==> config.mk <==
export PLATFORM = sky130hd
export DESIGN_NAME = shmem_ring_ctrl
export DESIGN_NICKNAME = d
export VERILOG_FILES = /design/src/rtl/shmem_ring_pkg.sv /design/src/rtl/ring_cfg_regs.sv /design/src/rtl/ring_arb.sv /design/src/rtl/ring_slot.sv /design/src/rtl/shmem_ring_ctrl.sv
export SDC_FILE = /design/constraint.sdc
export NUM_CORES = 2
export LEC_CHECK = 0
export BUFFER_PORTS_ARGS = -buffer_cell sky130_fd_sc_hd__buf_4
export CAP_MARGIN = 20
export CELL_PAD_IN_SITES_DETAIL_PLACEMENT = 1
export CELL_PAD_IN_SITES_GLOBAL_PLACEMENT = 1
export CORE_ASPECT_RATIO = 0.5
export CORE_UTILIZATION = 33
export DETAILED_ROUTE_END_ITERATION = 8
export PLACE_DENSITY_LB_ADDON = 0.1
export SETUP_SLACK_MARGIN = 0.4
export SYNTH_ARGS = -nofsm -noshare
export SYNTH_HDL_FRONTEND = slang
export SYNTH_SLANG_ARGS = --single-unit
==> constraint.sdc <==
create_clock -name clk -period 13.4 [get_ports clk]
set_clock_uncertainty 0.2 [all_clocks]
set_input_delay 2.01 -clock clk [delete_from_list [all_inputs] [get_ports clk]]
set_output_delay 2.01 -clock clk [all_outputs]
set_load 0.01 [all_outputs]
==> src/rtl/shmem_ring_pkg.sv <==
package shmem_ring_pkg;
  localparam int unsigned ADDR_W = 24;

  typedef enum logic [1:0] {
    FLD_FIRST = 2'd0,
    FLD_LAST  = 2'd1,
    FLD_CAP   = 2'd2,
    FLD_BLK   = 2'd3
  } cfg_field_e;

  typedef struct packed {
    logic [ADDR_W-1:0] first_a;
    logic [ADDR_W-1:0] last_a;
    logic [ADDR_W-1:0] cap;
    logic [ADDR_W-1:0] blk_len;
  } ring_cfg_t;
endpackage

==> src/rtl/ring_cfg_regs.sv <==
module ring_cfg_regs
  import shmem_ring_pkg::*;
#(
  parameter int unsigned NBUF = 8,
  localparam int unsigned SW = $clog2(NBUF)
) (
  input  logic                   clk,
  input  logic                   rst_n,
  input  logic                   cfg_we,
  input  logic [SW-1:0]          cfg_sel,
  input  logic [1:0]             cfg_field,
  input  logic [ADDR_W-1:0]      cfg_wdata,
  input  logic                   en_we,
  input  logic [NBUF-1:0]        en_wdata,
  output ring_cfg_t [NBUF-1:0]   cfg_o,
  output logic [NBUF-1:0]        en_o,
  output logic [NBUF-1:0]        load_o
);
  ring_cfg_t [NBUF-1:0] cfg_q, cfg_n;
  logic [NBUF-1:0]      en_q, en_n;

  always_comb begin
    cfg_n = cfg_q;
    if (cfg_we) begin
      unique case (cfg_field_e'(cfg_field))
        FLD_FIRST: cfg_n[cfg_sel].first_a = cfg_wdata;
        FLD_LAST:  cfg_n[cfg_sel].last_a  = cfg_wdata;
        FLD_CAP:   cfg_n[cfg_sel].cap     = cfg_wdata;
        default:   cfg_n[cfg_sel].blk_len = cfg_wdata;
      endcase
    end
  end

  always_comb begin
    en_n   = en_we ? en_wdata : en_q;
    load_o = en_we ? (en_wdata & ~en_q) : '0;
  end

  always_ff @(posedge clk or negedge rst_n) begin
    if (!rst_n) begin
      cfg_q <= '0;
    end else if (cfg_we) begin
      cfg_q <= cfg_n;
    end
  end

  always_ff @(posedge clk or negedge rst_n) begin
    if (!rst_n) begin
      en_q <= '0;
    end else if (en_we) begin
      en_q <= en_n;
    end
  end

  assign cfg_o = cfg_q;
  assign en_o  = en_q;


  load_only_on_rise_chk: assert property (@(posedge clk) disable iff (!rst_n)
    (load_o != '0) |=> ((en_q & $past(load_o)) == $past(load_o)));
endmodule

==> src/rtl/ring_arb.sv <==
module ring_arb #(
  parameter int unsigned N = 8,
  localparam int unsigned IW = $clog2(N)
) (
  input  logic          clk,
  input  logic          rst_n,
  input  logic [N-1:0]  req,
  output logic [N-1:0]  gnt,
  output logic [IW-1:0] idx,
  output logic          any
);
  always_comb begin
    gnt = '0;
    idx = '0;
    any = 1'b0;
    for (int i = 0; i < N; i++) begin
      if (req[i] && !any) begin
        gnt[i] = 1'b1;
        idx    = IW'(i);
        any    = 1'b1;
      end
    end
  end


  single_grant_chk: assert property (@(posedge clk) disable iff (!rst_n)
    $onehot0(gnt));

  grant_needs_req_chk: assert property (@(posedge clk) disable iff (!rst_n)
    ((gnt & ~req) == '0) && ((req != '0) == (gnt != '0)));
endmodule

==> src/rtl/ring_slot.sv <==
module ring_slot
  import shmem_ring_pkg::*;
(
  input  logic              clk,
  input  logic              rst_n,
  input  logic              load,
  input  ring_cfg_t         cfg,
  input  logic              push_go,
  input  logic              pop_go,
  output logic [ADDR_W-1:0] wptr,
  output logic [ADDR_W-1:0] rptr,
  output logic [ADDR_W-1:0] count,
  output logic              full,
  output logic              empty,
  output logic              evt,
  output logic              err
);
  logic [ADDR_W-1:0] wptr_n, rptr_n, cnt_n, blk_q, blk_n;
  logic              push_ok, pop_ok, upd, evt_n, err_n;

  function automatic logic [ADDR_W-1:0] step(input logic [ADDR_W-1:0] p,
                                             input ring_cfg_t c);
    return (p == c.last_a) ? c.first_a : p + 1'b1;
  endfunction

  assign full    = (count == cfg.cap);
  assign empty   = (count == '0);
  assign push_ok = push_go && !full;
  assign pop_ok  = pop_go && !empty;
  assign upd     = load || push_ok || pop_ok;

  always_comb begin
    wptr_n = wptr;
    rptr_n = rptr;
    cnt_n  = count;
    blk_n  = blk_q;
    evt_n  = 1'b0;
    err_n  = (push_go && full) || (pop_go && empty);
    if (load) begin
      wptr_n = cfg.first_a;
      rptr_n = cfg.first_a;
      cnt_n  = '0;
      blk_n  = '0;
      err_n  = 1'b0;
    end else if (push_ok) begin
      wptr_n = step(wptr, cfg);
      cnt_n  = count + 1'b1;
      if (cfg.blk_len != '0 && (blk_q + 1'b1) == cfg.blk_len) begin
        blk_n = '0;
        evt_n = 1'b1;
      end else begin
        blk_n = blk_q + 1'b1;
      end
    end else if (pop_ok) begin
      rptr_n = step(rptr, cfg);
      cnt_n  = count - 1'b1;
    end
  end

  always_ff @(posedge clk or negedge rst_n) begin
    if (!rst_n) begin
      wptr  <= '0;
      rptr  <= '0;
      count <= '0;
      blk_q <= '0;
    end else if (upd) begin
      wptr  <= wptr_n;
      rptr  <= rptr_n;
      count <= cnt_n;
      blk_q <= blk_n;
    end
  end

  always_ff @(posedge clk or negedge rst_n) begin
    if (!rst_n) begin
      evt <= 1'b0;
      err <= 1'b0;
    end else begin
      evt <= evt_n;
      err <= err_n;
    end
  end


  full_push_hold_chk: assert property (@(posedge clk) disable iff (!rst_n)
    (push_go && full && !load) |=> (count == $past(count) && wptr == $past(wptr)));

  empty_pop_hold_chk: assert property (@(posedge clk) disable iff (!rst_n)
    (pop_go && empty && !load) |=> (count == $past(count) && rptr == $past(rptr)));

  evt_after_push_chk: assert property (@(posedge clk) disable iff (!rst_n)
    evt |-> $past(push_ok));

  wrap_to_first_chk: assert property (@(posedge clk) disable iff (!rst_n)
    (push_ok && !load && wptr == cfg.last_a) |=> (wptr == $past(cfg.first_a)));
endmodule

==> src/rtl/shmem_ring_ctrl.sv <==
module shmem_ring_ctrl
  import shmem_ring_pkg::*;
#(
  parameter int unsigned NBUF = 8,
  localparam int unsigned SW = $clog2(NBUF)
) (
  input  logic                     clk,
  input  logic                     rst_n,
  input  logic                     cfg_we,
  input  logic [SW-1:0]            cfg_sel,
  input  logic [1:0]               cfg_field,
  input  logic [ADDR_W-1:0]        cfg_wdata,
  input  logic                     en_we,
  input  logic [NBUF-1:0]          en_wdata,
  input  logic [NBUF-1:0]          req,
  input  logic [NBUF-1:0]          req_pop,
  output logic [NBUF-1:0]          gnt,
  output logic                     mem_en,
  output logic                     mem_we,
  output logic [ADDR_W-1:0]        mem_addr,
  output logic [NBUF-1:0]          err,
  output logic [NBUF-1:0]          evt,
  output logic [NBUF*ADDR_W-1:0]   fill
);
  ring_cfg_t [NBUF-1:0] cfg_v;
  logic [NBUF-1:0]      en_v, load_v, full_v, empty_v, req_eff;
  logic [ADDR_W-1:0]    wptr_v [NBUF];
  logic [ADDR_W-1:0]    rptr_v [NBUF];
  logic [SW-1:0]        win;
  logic                 any;
  logic                 ok_n, we_n;
  logic [ADDR_W-1:0]    addr_n;

  ring_cfg_regs #(.NBUF(NBUF)) u_regs (
    .clk(clk), .rst_n(rst_n),
    .cfg_we(cfg_we), .cfg_sel(cfg_sel), .cfg_field(cfg_field), .cfg_wdata(cfg_wdata),
    .en_we(en_we), .en_wdata(en_wdata),
    .cfg_o(cfg_v), .en_o(en_v), .load_o(load_v)
  );

  assign req_eff = req & en_v;

  ring_arb #(.N(NBUF)) u_arb (
    .clk(clk), .rst_n(rst_n), .req(req_eff), .gnt(gnt), .idx(win), .any(any)
  );

  for (genvar g = 0; g < NBUF; g++) begin : g_slot
    ring_slot u_slot (
      .clk(clk), .rst_n(rst_n), .load(load_v[g]), .cfg(cfg_v[g]),
      .push_go(gnt[g] & ~req_pop[g]), .pop_go(gnt[g] & req_pop[g]),
      .wptr(wptr_v[g]), .rptr(rptr_v[g]), .count(fill[g*ADDR_W +: ADDR_W]),
      .full(full_v[g]), .empty(empty_v[g]), .evt(evt[g]), .err(err[g])
    );
  end

  always_comb begin
    we_n   = !req_pop[win];
    ok_n   = any && !load_v[win] && (we_n ? !full_v[win] : !empty_v[win]);
    addr_n = we_n ? wptr_v[win] : rptr_v[win];
  end

  always_ff @(posedge clk or negedge rst_n) begin
    if (!rst_n) begin
      mem_en <= 1'b0;
    end else begin
      mem_en <= ok_n;
    end
  end

  always_ff @(posedge clk or negedge rst_n) begin
    if (!rst_n) begin
      mem_we   <= 1'b0;
      mem_addr <= '0;
    end else if (ok_n) begin
      mem_we   <= we_n;
      mem_addr <= addr_n;
    end
  end


  access_needs_grant_chk: assert property (@(posedge clk) disable iff (!rst_n)
    mem_en |-> $past(any));

  no_access_on_error_chk: assert property (@(posedge clk) disable iff (!rst_n)
    (err != '0) |-> (!mem_en && $onehot(err)));

  disabled_never_granted_chk: assert property (@(posedge clk) disable iff (!rst_n)
    ((gnt & ~en_v) == '0));
endmodule

==> results.yml <==
sta:
  rsz0062_at_grt: "false"
  slew_viol_final: 0
  timing.setup.tns_ns: 0
  slew_headroom_pct: 17.86
  worst_slack_ns: 6.360
  setup_viol: 0
  min_period_ns: 7.040
  period_share_pct: 52.54
  fmax_ghz: 0.1420
  fin_hold_ws_ns: 0.2830
  worst_slew_pin_slew_ns: 1.225
  hold_viol: 0
synth:
  synthSimpleGateAreaFrac_pct: 16.89
  syn_avg_cell_area_um2: 9.293
  synth_seq_cells: 1586
  synthFlopType: "dfrtp_1"
  ys_warn_count: 0
  muxShareOfSynthArea_pct: 9.910
  async_flop_share_pct: 100.0
  synth_compound_area_share_pct: 16.54
  synth_nets: 10590
  synth_fa_ha_area_share_pct: 2.846
  syn_area_um2: 95920
  synth_top_family_by_area: "simple AND/OR/NAND/NOR gates"
  yosysSeqAreaShare_pct: 41.38
  synth-xor-area-share_pct: 8.806
  syn_inst: 10320
  synth_edf_count: 0
  synth_cell_types: 105
power:
  switchingPower_w: 0.009064
  power.share.clock_pct: 23.8
  ir_worst_vdd_mv: 0.09579
  comb_power_share_pct: 37.0
  seqPwrFrac_pct: 39.2
  p_sw_share_pct: 42.07
  powerDensity_nw_per_um2: 199.3
  p_int_w: 0.01248
  leakagePower_nw: 46.13
floorplanning:
  die_height_um: 383.2
  core.rowCount: 139
  core_um2: 288000
  initial_core_util_pct: 33.31
  die_area_um2: 293000
  fp.dieW_um: 764.5
  num_io_pins: 299
clocking:
  clkLatencyLatePin_ns: 0.88
  cts_resized: 0
  clk_pin_slew_ns: 0.06
  cts_buffers: 176
  max-clock-path-buffers: 4
  cts.sinks: 1586
  cts_hold_buf: 0
  cts_tree: "yes"
  htree_num_levels: 4
  cts_root_buf: "clkbuf_16"
  cts_setup_buffers: 0
routing:
  num_vias: 83510
  final_antenna_net_count: 0
  drt-wirelength-per-cell_um: 28.90
  viasPerCell: 5.829
  drt_iter0_drc: 6605
  drc: 0
  wirelength_um: 414100
  firstDrtPassIters: 5
worst_setup_path:
  cp.arrival_ns: 7.58
  path_class: "input pin to flop"
  crit_required_ns: 13.94
  endpoint_kind: "flop"
  crit_path_max_fanout: 27
  crit_path_start_kind: "input pin"
layout:
  nets: 10570
  final_cell_area_um2: 108100
  final_common_cell: "dfrtp_1"
  drive_gt1_share_pct: 16.13
  fillCellCount: 32750
  syn_to_final_growth_pct: 12.71
  layout_common_cells: "1586 x dfrtp_1, 1097 x nand2_1, 901 x a21oi_1"
  final_cells: 14330
grt:
  grt_pass1_vias: 83080
  grt_max_degree: 174
  grt_pass1_wl_um: 605900
  grt.overflow.total: 0
  antenna_found_initial: 52
  grt_usage_pct: 27.68
placement:
  place_inst: 13990
  place.gp.congestion: 0.8916
  placed_area_um2: 102100
  io_buffers: 298
  dp_slack_ns: 5.589
  hpwlAfterDp_um: 290000
outcome:
  status: "finished, final reports clean"
min_path:
  hold_path.class: "flop to flop"
job:
  drv_cap: 0
[worst max-delay path, stage by stage]
cell	delay, ns
buf_4	0.12
a22oi_1	0.83
nand3_1	0.34
or3_1	0.56
or3_1	0.35
buf_4	0.26
inv_1	0.25
fa_1	0.24
nor2b_1	0.06
o21ai_0	0.22
a21o_1	0.18
a211oi_1	0.11
o41ai_1	0.75
o21ai_0	0.30
o41ai_1	0.45
o21ai_0	0.19
xor2_1	0.17
a22o_1	0.18
[cell families (layout without fill, tap and decap cells)]
group	Yosys count	after routing
xor gates and xnor gates	962	962
AOI/OAI and AO/OA	2585	2585
muxes	851	851
buffers and inverters	873	980
and+or+nand+nor	3251	3251
other	0	20
adders and majority gates	214	214
DFF	1586	1586
[synthesized netlist by cell type (all sizes together) (127+ instances only)]
cell,number,area [µm²]
nand4,258,1635
dfrtp,1586,39690
o22ai,188,1176
o21ai,592,2974
and3,245,1533
mux2,779,8772
a21oi,911,4559
ha,203,2540
nor2,481,1813
inv,197,739.5
xnor2,632,5543
nand3,431,2195
a21o,127,953.4
nor3,130,671.9
clkbuf,555,2093
nor4,193,1277
o31ai,136,1040
nand2,1108,4169
xor2,329,2882
[cell type report]
cell class	instances	area, µm²	area share, %
inverters	199	747.0	0.6909
clock inverters	52	531.8	0.4919
diodes	20	50.05	0.04629
repair buffers	476	3805	3.519
clock buffers	253	5238	4.845
well taps	3877	4851	4.487
flip-flops and latches	1586	39690	36.71
multi-input cells	7863	53200	49.21
[power groups by stage]
stage                     Sequential (W)  Combinational, W  Clock (W)
after floorplan                  0.00732           0.00560          0
after global placement           0.00852           0.00781          0
after detailed placement         0.00853           0.00791          0
after CTS                        0.00845           0.00796    0.00525
after global routing             0.00861           0.00879    0.00543
final                            0.00846           0.00796    0.00513
[per-stage QoR]
stage / total power [W] / util, %
after floorplan: 0.01292 / -
after global placement: 0.01633 / 35.45
after detailed placement: 0.01644 / 35.46
after CTS: 0.02166 / 37.46
after global routing: 0.02283 / 37.52
final: 0.02154 / 37.54
[routing by layer]
layer	wire length (µm)	track usage, %	up-vias	part of all wire, %
li1	-	-	37590	-
met1	193500	39.77	43270	47
met2	185100	43.46	2090	45
met3	21310	3.272	560	5.1
met4	14100	8.691	0	3.4
met5	0	0	-	0
[path summary, 6_finish.rpt]
| kind | from | end | slack (ns) | depth (start not counted) |
|---|---|---|---|---|
| max reg2reg | g_slot[0].u_slot.count[15] | g_slot[0].u_slot.count[22] | 7.11 | 18 |
| max in group asynchronous | rst_n | g_slot[0].u_slot.wptr[9] | 9.13 | 4 |
| min reg2reg | mem_addr[19] | mem_addr[19] | 0.28 | 2 |
| min in group asynchronous | rst_n | g_slot[7].u_slot.count[5] | 0.88 | 1 |
| max | req[0] | g_slot[7].u_slot.count[22] | 6.36 | 18 |
| min | mem_addr[19] | mem_addr[19] | 0.28 | 2 |
(Power assumes the default switching activity.)
